`config.mk`:
```
export PLATFORM = sky130hd
export DESIGN_NAME = sdram_ctl
export DESIGN_NICKNAME = d
export VERILOG_FILES = /design/src/rtl/sdc_pkg.sv /design/src/rtl/sdc_addr_map.sv /design/src/rtl/sdc_refresh_timer.sv /design/src/rtl/sdc_read_capture.sv /design/src/rtl/sdc_sequencer.sv /design/src/rtl/sdram_ctl.sv
export SDC_FILE = /design/constraint.sdc
export NUM_CORES = 1
export LEC_CHECK = 0
export ABC_AREA = 1
export BUFFER_PORTS_ARGS = -buffer_cell sky130_fd_sc_hd__buf_2
export CAP_MARGIN = 20
export CORE_ASPECT_RATIO = 1.2
export CORE_MARGIN = 1.5
export CORE_UTILIZATION = 41
export CTS_CLUSTER_SIZE = 8
export DETAILED_ROUTE_END_ITERATION = 8
export GPL_ROUTABILITY_DRIVEN = 0
export PLACE_DENSITY = 0.66
export SLEW_MARGIN = 20
export SYNTH_ARGS = -nofsm -noshare
export SYNTH_HDL_FRONTEND = slang
export SYNTH_SLANG_ARGS = --single-unit
```
`constraint.sdc`:
```
create_clock -name clk -period 2.5 [get_ports clk]
set_input_delay 0.25 -clock clk [delete_from_list [all_inputs] [get_ports clk]]
set_output_delay 0.25 -clock clk [all_outputs]
set_load 0.1 [all_outputs]
```
`src/rtl/sdc_pkg.sv`:
```
package sdc_pkg;

  // Pin code on {cs_n, ras_n, cas_n, we_n}
  typedef enum logic [3:0] {
    CMD_MRS = 4'b0000,
    CMD_REF = 4'b0001,
    CMD_PRE = 4'b0010,
    CMD_ACT = 4'b0011,
    CMD_WR  = 4'b0100,
    CMD_RD  = 4'b0101,
    CMD_NOP = 4'b0111
  } sd_cmd_e;

  typedef enum logic [2:0] {
    ST_WAIT,
    ST_PRE_ALL,
    ST_INIT_REF,
    ST_MRS,
    ST_IDLE,
    ST_RW,
    ST_PRE_ROW
  } seq_state_e;

  function automatic int imax(input int a, input int b);
    return (a > b) ? a : b;
  endfunction

endpackage

```
`src/rtl/sdc_addr_map.sv`:
```
module sdc_addr_map #(
  parameter int ROW_W  = 12,
  parameter int COL_W  = 9,
  parameter int BANK_W = 2,
  parameter int ADDR_W = ROW_W + BANK_W + COL_W
) (
  input  logic [ADDR_W-1:0] addr,
  output logic [ROW_W-1:0]  row,
  output logic [BANK_W-1:0] bank,
  output logic [COL_W-1:0]  col
);
  // Layout: {row, bank, column}, column in the least significant bits
  assign row  = addr[ADDR_W-1 -: ROW_W];
  assign bank = addr[COL_W +: BANK_W];
  assign col  = addr[COL_W-1:0];
endmodule

```
`src/rtl/sdc_refresh_timer.sv`:
```
module sdc_refresh_timer #(
  parameter int REF_INTERVAL = 1560
) (
  input  logic clk,
  input  logic rst,
  input  logic run,
  input  logic ack,
  output logic pending
);
  localparam int TW = $clog2(REF_INTERVAL + 1);

  logic [TW-1:0] tick;
  logic          expire;

  assign expire = run && (tick == TW'(REF_INTERVAL - 1));

  always_ff @(posedge clk) begin
    if (rst) begin
      tick    <= '0;
      pending <= 1'b0;
    end else begin
      if (run) tick <= expire ? '0 : tick + 1'b1;
      if (expire)   pending <= 1'b1;
      else if (ack) pending <= 1'b0;
    end
  end
endmodule

```
`src/rtl/sdc_read_capture.sv`:
```
module sdc_read_capture #(
  parameter int CAS_LAT = 3,
  parameter int DATA_W  = 64
) (
  input  logic              clk,
  input  logic              rst,
  input  logic              rd_issued,
  input  logic [DATA_W-1:0] dq_in,
  output logic              rd_valid,
  output logic [DATA_W-1:0] rd_data
);
  // pipe[j] set j+1 edges after READ sits on the pins
  logic [CAS_LAT-1:0] pipe;

  always_ff @(posedge clk) begin
    if (rst) begin
      pipe     <= '0;
      rd_valid <= 1'b0;
      rd_data  <= '0;
    end else begin
      pipe     <= (pipe << 1) | CAS_LAT'(rd_issued);
      rd_valid <= pipe[CAS_LAT-1];
      if (pipe[CAS_LAT-1]) rd_data <= dq_in;
    end
  end
endmodule

```
`src/rtl/sdc_sequencer.sv`:
```
module sdc_sequencer
  import sdc_pkg::*;
#(
  parameter int ROW_W       = 12,
  parameter int COL_W       = 9,
  parameter int BANK_W      = 2,
  parameter int DATA_W      = 64,
  parameter int BE_W        = DATA_W / 8,
  parameter int INIT_CYCLES = 10000,
  parameter int INIT_REFS   = 8,
  parameter int T_RCD       = 3,
  parameter int T_RP        = 3,
  parameter int T_RAS       = 6,
  parameter int T_RC        = 9,
  parameter int T_MRD       = 2,
  parameter int T_WR        = 1,
  parameter int CAS_LAT     = 3
) (
  input  logic              clk,
  input  logic              rst,
  input  logic              req_valid,
  input  logic              req_write,
  input  logic [ROW_W-1:0]  req_row,
  input  logic [BANK_W-1:0] req_bank,
  input  logic [COL_W-1:0]  req_col,
  input  logic [DATA_W-1:0] req_wdata,
  input  logic [BE_W-1:0]   req_be,
  input  logic              ref_pending,
  output logic              ref_ack,
  output logic              req_ready,
  output logic              init_done,
  output sd_cmd_e           cmd_q,
  output logic              cke,
  output logic [ROW_W-1:0]  sd_addr,
  output logic [BANK_W-1:0] sd_ba,
  output logic [BE_W-1:0]   sd_dqm,
  output logic [DATA_W-1:0] dq_out,
  output logic              dq_oe
);
  // Spacing between command issue edges; every wait is at least 2
  localparam int W_RCD   = imax(T_RCD, 2);
  localparam int PRE_OFF = imax(T_RAS, W_RCD + T_WR + 1);
  localparam int W_RW    = imax(PRE_OFF - W_RCD, 2);
  localparam int W_PRE   = imax(imax(T_RP, T_RC - W_RCD - W_RW), 2);
  localparam int W_RP    = imax(T_RP, 2);
  localparam int W_RC    = imax(T_RC, 2);
  localparam int W_MRD   = imax(T_MRD, 2);
  localparam int CNT_W   = $clog2(imax(INIT_CYCLES, 64) + 1);
  localparam int RC_W    = $clog2(INIT_REFS + 1);
  localparam logic [ROW_W-1:0] ALL_BANKS = ROW_W'(1 << 10);
  localparam logic [ROW_W-1:0] MODE_WORD = ROW_W'(CAS_LAT << 4);

  seq_state_e        state, ret_state;
  logic [CNT_W-1:0]  cnt;
  logic [RC_W-1:0]   ref_cnt;
  logic              lat_write;
  logic [COL_W-1:0]  lat_col;
  logic [BANK_W-1:0] lat_bank;
  logic [DATA_W-1:0] lat_wdata;
  logic [BE_W-1:0]   lat_be;

  always_ff @(posedge clk) begin
    if (rst) begin
      state     <= ST_WAIT;
      ret_state <= ST_PRE_ALL;
      cnt       <= CNT_W'(INIT_CYCLES);
      ref_cnt   <= '0;
      cmd_q     <= CMD_NOP;
      cke       <= 1'b0;
      sd_addr   <= '0;
      sd_ba     <= '0;
      sd_dqm    <= '0;
      dq_out    <= '0;
      dq_oe     <= 1'b0;
      init_done <= 1'b0;
      req_ready <= 1'b0;
      ref_ack   <= 1'b0;
      lat_write <= 1'b0;
      lat_col   <= '0;
      lat_bank  <= '0;
      lat_wdata <= '0;
      lat_be    <= '0;
    end else begin
      cke       <= 1'b1;
      cmd_q     <= CMD_NOP;
      dq_oe     <= 1'b0;
      sd_dqm    <= '0;
      req_ready <= 1'b0;
      ref_ack   <= 1'b0;
      case (state)
        ST_WAIT: begin
          cnt <= cnt - 1'b1;
          if (cnt == CNT_W'(1)) state <= ret_state;
        end
        ST_PRE_ALL: begin
          cmd_q     <= CMD_PRE;
          sd_addr   <= ALL_BANKS;
          ref_cnt   <= '0;
          cnt       <= CNT_W'(W_RP - 1);
          state     <= ST_WAIT;
          ret_state <= ST_INIT_REF;
        end
        ST_INIT_REF: begin
          cmd_q     <= CMD_REF;
          ref_cnt   <= ref_cnt + 1'b1;
          cnt       <= CNT_W'(W_RC - 1);
          state     <= ST_WAIT;
          ret_state <= (ref_cnt == RC_W'(INIT_REFS - 1)) ? ST_MRS : ST_INIT_REF;
        end
        ST_MRS: begin
          cmd_q     <= CMD_MRS;
          sd_addr   <= MODE_WORD;
          sd_ba     <= '0;
          cnt       <= CNT_W'(W_MRD - 1);
          state     <= ST_WAIT;
          ret_state <= ST_IDLE;
        end
        ST_IDLE: begin
          init_done <= 1'b1;
          if (ref_pending) begin
            cmd_q     <= CMD_REF;
            ref_ack   <= 1'b1;
            cnt       <= CNT_W'(W_RC - 1);
            state     <= ST_WAIT;
            ret_state <= ST_IDLE;
          end else if (req_valid) begin
            cmd_q     <= CMD_ACT;
            sd_addr   <= req_row;
            sd_ba     <= req_bank;
            req_ready <= 1'b1;
            lat_write <= req_write;
            lat_col   <= req_col;
            lat_bank  <= req_bank;
            lat_wdata <= req_wdata;
            lat_be    <= req_be;
            cnt       <= CNT_W'(W_RCD - 1);
            state     <= ST_WAIT;
            ret_state <= ST_RW;
          end
        end
        ST_RW: begin
          cmd_q       <= lat_write ? CMD_WR : CMD_RD;
          sd_addr     <= ROW_W'(lat_col);
          sd_addr[10] <= 1'b0;
          sd_ba       <= lat_bank;
          if (lat_write) begin
            dq_out <= lat_wdata;
            dq_oe  <= 1'b1;
            sd_dqm <= ~lat_be;
          end
          cnt       <= CNT_W'(W_RW - 1);
          state     <= ST_WAIT;
          ret_state <= ST_PRE_ROW;
        end
        ST_PRE_ROW: begin
          cmd_q     <= CMD_PRE;
          sd_addr   <= ALL_BANKS;
          cnt       <= CNT_W'(W_PRE - 1);
          state     <= ST_WAIT;
          ret_state <= ST_IDLE;
        end
        default: state <= ST_IDLE;
      endcase
    end
  end
endmodule

```
`src/rtl/sdram_ctl.sv`:
```
module sdram_ctl
  import sdc_pkg::*;
#(
  parameter int ROW_W        = 12,
  parameter int COL_W        = 9,
  parameter int BANK_W       = 2,
  parameter int DATA_W       = 64,
  parameter int BE_W         = DATA_W / 8,
  parameter int ADDR_W       = ROW_W + BANK_W + COL_W,
  parameter int INIT_CYCLES  = 10000,
  parameter int INIT_REFS    = 8,
  parameter int REF_INTERVAL = 1560,
  parameter int T_RCD        = 3,
  parameter int T_RP         = 3,
  parameter int T_RAS        = 6,
  parameter int T_RC         = 9,
  parameter int T_MRD        = 2,
  parameter int T_WR         = 1,
  parameter int CAS_LAT      = 3
) (
  input  logic              clk,
  input  logic              rst,
  input  logic              req_valid,
  input  logic              req_write,
  input  logic [ADDR_W-1:0] req_addr,
  input  logic [DATA_W-1:0] req_wdata,
  input  logic [BE_W-1:0]   req_be,
  output logic              req_ready,
  output logic              rd_valid,
  output logic [DATA_W-1:0] rd_data,
  output logic              init_done,
  output logic              sd_cke,
  output logic              sd_cs_n,
  output logic              sd_ras_n,
  output logic              sd_cas_n,
  output logic              sd_we_n,
  output logic [BANK_W-1:0] sd_ba,
  output logic [ROW_W-1:0]  sd_addr,
  output logic [BE_W-1:0]   sd_dqm,
  output logic [DATA_W-1:0] sd_dq_out,
  output logic              sd_dq_oe,
  input  logic [DATA_W-1:0] sd_dq_in
);
  logic [ROW_W-1:0]  m_row;
  logic [BANK_W-1:0] m_bank;
  logic [COL_W-1:0]  m_col;
  logic              ref_pending, ref_ack;
  sd_cmd_e           cmd_q;

  sdc_addr_map #(.ROW_W(ROW_W), .COL_W(COL_W), .BANK_W(BANK_W), .ADDR_W(ADDR_W)) u_map (
    .addr(req_addr), .row(m_row), .bank(m_bank), .col(m_col)
  );

  sdc_refresh_timer #(.REF_INTERVAL(REF_INTERVAL)) u_timer (
    .clk(clk), .rst(rst), .run(init_done), .ack(ref_ack), .pending(ref_pending)
  );

  sdc_sequencer #(
    .ROW_W(ROW_W), .COL_W(COL_W), .BANK_W(BANK_W), .DATA_W(DATA_W), .BE_W(BE_W),
    .INIT_CYCLES(INIT_CYCLES), .INIT_REFS(INIT_REFS), .T_RCD(T_RCD), .T_RP(T_RP),
    .T_RAS(T_RAS), .T_RC(T_RC), .T_MRD(T_MRD), .T_WR(T_WR), .CAS_LAT(CAS_LAT)
  ) u_seq (
    .clk(clk), .rst(rst), .req_valid(req_valid), .req_write(req_write),
    .req_row(m_row), .req_bank(m_bank), .req_col(m_col), .req_wdata(req_wdata),
    .req_be(req_be), .ref_pending(ref_pending), .ref_ack(ref_ack),
    .req_ready(req_ready), .init_done(init_done), .cmd_q(cmd_q), .cke(sd_cke),
    .sd_addr(sd_addr), .sd_ba(sd_ba), .sd_dqm(sd_dqm), .dq_out(sd_dq_out),
    .dq_oe(sd_dq_oe)
  );

  sdc_read_capture #(.CAS_LAT(CAS_LAT), .DATA_W(DATA_W)) u_cap (
    .clk(clk), .rst(rst), .rd_issued(cmd_q == CMD_RD), .dq_in(sd_dq_in),
    .rd_valid(rd_valid), .rd_data(rd_data)
  );

  assign {sd_cs_n, sd_ras_n, sd_cas_n, sd_we_n} = cmd_q;
endmodule

```
==> flow_metrics.tcl <==
set metrics [dict create \
    status "finished clean" \
    fillers 2207 \
    grt_pass1_vias 9882 \
    drive_gt1_share_pct 22.9 \
    cts.reportedPaths.clkPinSlew_ns 0.05 \
    cts_setup_buffers 0 \
    fin_total_pwr_w 0.00982 \
    cts_made_buffers 41 \
    power.density_mw_per_mm2 683 \
    vias_per_cell 4.94 \
    vias 10300 \
    antenna_found_initial 1 \
    slew_headroom_pct 49.4 \
    drc 0 \
    h-tree-depth 2 \
    clock-sinks 282 \
    sw_frac_of_total_pct 21.7 \
    placed_area_mm2 0.0121 \
    internal-power_w 0.00770 \
    maxCapViolCount 0 \
    drt-total-wl_um 31900 \
    cp.arrival_ns 2.20 \
    synth_cell_types 37 \
    r2r-start "u_seq.state[1]" \
    async_flop_share_pct 0 \
    syn-mean-instance-area_um2 7.71 \
    drt_iter0_drc 492 \
    grt_setup_unrepaired "false" \
    power_frac_seq_pct 46.2 \
    ant_nets 0 \
    p_switching_w 0.00213 \
    irDropWorstVdd_mv 0.425 \
    core_area_mm2 0.0248 \
    io_pins 322 \
    syn_to_final_growth_pct 39.4 \
    cp_max_fo 35 \
    dieWidth_um 148 \
    min_period_ns 1.79 \
    fin_worst_skew_ns 0.0103 \
    root_buffer "clkbuf_16" \
    dieArea_mm2 0.0261 \
    hold_viol 0 \
    reg2reg_to "u_seq.lat_wdata[38]" \
    startpoint_type "register" \
    hold_class "input port to register" \
    cp.required_ns 2.91 \
    firstDrtPassIters 4 \
    p_leak_nw 6.40 \
    regToRegSetupSlack_ns 0.71 \
    syn-num-nets 1504 \
    endpoint_kind "register" \
    synth_flop_cell "dfxtp_1" \
    reg2reg_depth 7 \
    min_period_over_period_pct 71.7 \
    holdWs_ns 0.00842 \
    die_h_um 177 \
    setup.worst_path.end "u_seq.lat_wdata[38]" \
    grt_overflow 0 \
    worstMarginPinSlew_ns 0.760 \
    cts_buffer_depth 3 \
    finalSetupViolCount 0 \
    path_class "register to register" \
    synthCells 1337 \
    dp_hpwl_um 19900 \
    synth-seq-cells 282 \
    insertion_delay_ns 0.52 \
    fmax_mhz 558 \
    design_area_mm2 0.0144 \
    clkPwrFrac_pct 48.3 \
    cp-startpoint "u_seq.state[1]" \
    grt_max_degree 100 \
    cts_tree "yes" \
    grtUsageTotal_pct 23.7 \
    synth_edf_count 0 \
    nNetsFinal 1923 \
    grt_pass1_wl_um 49700 \
    start_util_pct 41.7 \
    drt-wirelength-per-cell_um 15.3 \
    synth-seq-area-share_pct 54.7 \
    synth_warnings 0 \
    syn-cell-area_mm2 0.0103 \
    row_count 63 \
    placement.io_buffers 320 \
    pwr-share-comb_pct 5.4 \
    drv_slew 0 \
    fin_setup_tns_ns 0 \
]
Yosys cell counts, types with 2 or more instances:
cell | count | area share, %
nor2_1 | 359 | 13
a21oi_1 | 88 | 4.3
clkbuf_1 | 36 | 1.3
inv_1 | 45 | 1.6
nor3b_1 | 2 | 0.15
a31oi_1 | 3 | 0.18
nand4_1 | 7 | 0.42
xor2_1 | 3 | 0.25
nor2_4 | 2 | 0.22
dfxtp_1 | 282 | 55
nor2_2 | 4 | 0.24
nor3_1 | 11 | 0.53
buf_2 | 15 | 0.73
nand2_1 | 214 | 7.8
ha_1 | 4 | 0.49
a22oi_1 | 3 | 0.22
clkbuf_2 | 5 | 0.24
buf_6 | 15 | 1.6
buf_1 | 6 | 0.22
o21ai_1 | 11 | 0.53
buf_4 | 2 | 0.15
o21ai_0 | 163 | 7.9
a211oi_1 | 2 | 0.15
o211ai_1 | 3 | 0.22
nand3_1 | 32 | 1.6
nand2_2 | 5 | 0.30
inv_2 | 5 | 0.18
final cells by class:
cell class                      instances  area [um2]  area share [%]
Timing Repair Buffer                  455        3010            20.9
Antenna cell                            3        7.51          0.0522
Clock inverter                          4        50.0           0.348
Clock buffer                           41        1030            7.14
Multi-Input combinational cell        924        4030            28.1
Sequential cell                       282        5650            39.3
Inverter                               52         199            1.38
Tap cell                              325         407            2.83
layer usage:
layer  share of wire (%)  track usage [%]  up-vias
met5                   0                0        -
met4                 3.2             9.58        0
met3                 8.1             5.85       71
met2                  48             40.9      442
met1                  41             28.2     4673
li1                    -                -     5109
sequential cells by signal (all words and copies together), names as in the netlist, 4 cells and up:
name             count
u_seq.sd_dqm         8
u_seq.ref_cnt        4
u_seq.lat_wdata     64
u_seq.lat_col        9
u_seq.dq_out        64
u_seq.cnt           14
u_seq.lat_be         8
u_cap.rd_data       64
u_seq.sd_addr       12
u_timer.tick        11
kinds of logic (layout without fill, tap and decap cells):
logic type,Yosys count,after routing,share of synthesized area [%]
AO/OA/AOI/OAI,274,274,13.5
XOR/XNOR,4,4,0.340
adder cells (fa/ha/maj),4,4,0.485
buffers and inverters,131,552,6.19
flip-flops,282,282,54.7
other,1,4,0.0364
AND/OR/NAND/NOR,641,641,24.7
stage by stage:
step / setup slack (ns) / cells / utilization (%)
floorplan: 0.466 / 1337 / -
global placement: 0.755 / 1917 / 48.8
detailed placement: 0.699 / 1917 / 48.8
CTS: 0.700 / 2083 / 58.1
global route: 0.535 / 2084 / 58.1
finish: 0.706 / 2086 / 58.1
worst max-delay path, cell delays in order, from the launching register on:
cell,delay [ns]
dfxtp_1,0.35
nor2_2,0.20
nand2_2,0.13
inv_2,0.09
nand2_2,0.26
buf_4,0.36
o21ai_0,0.23
nor2_1,0.06
cell usage in the layout (no fill, tap or decap), drive strengths merged, types with 2 or more instances in the layout:
| master | instances |
|---|---|
| ha | 4 |
| a21oi | 88 |
| xor2 | 3 |
| diode | 3 |
| nand4 | 7 |
| a22oi | 3 |
| clkinv | 5 |
| dlygate4sd3 | 121 |
| nor2 | 365 |
| clkbuf | 41 |
| o211ai | 3 |
| dfxtp | 282 |
| inv | 51 |
| nand2 | 220 |
| o21ai | 174 |
| a211oi | 2 |
| nor3 | 11 |
| nand3 | 33 |
| nor3b | 2 |
| a31oi | 3 |
| buf | 334 |
power groups by stage:
stage          combinational [W]  clock (W)  sequential (W)
2_1_floorplan           0.000181          0         0.00463
3_3_place_gp            0.000372          0         0.00463
3_5_place_dp            0.000375          0         0.00463
4_1_cts                 0.000528    0.00489         0.00454
5_1_grt                 0.000585    0.00507         0.00454
6_report                0.000534    0.00475         0.00454
worst min-delay path by stage:
stage                                     to            start  depth (start not counted)
final                     u_seq.lat_wdata[3]     req_wdata[3]                          3
after global routing      u_seq.lat_wdata[3]     req_wdata[3]                          3
after CTS                   u_seq.sd_addr[9]     req_addr[20]                          3
after detailed placement       u_cap.pipe[2]    u_cap.pipe[1]                          2
after global placement       u_seq.sd_dqm[0]  u_seq.lat_be[0]                          1
after floorplan             u_cap.rd_data[0]      sd_dq_in[0]                          2
what timing repair did:
| action | 4_1_cts | 5_1_grt |
|---|---|---|
| resized for setup | 0 | 0 |
| hold buffers | 121 | 0 |
| endpoints found under the hold margin | 121 | 0 |
Note: power is estimated with default switching activity, not from simulation.
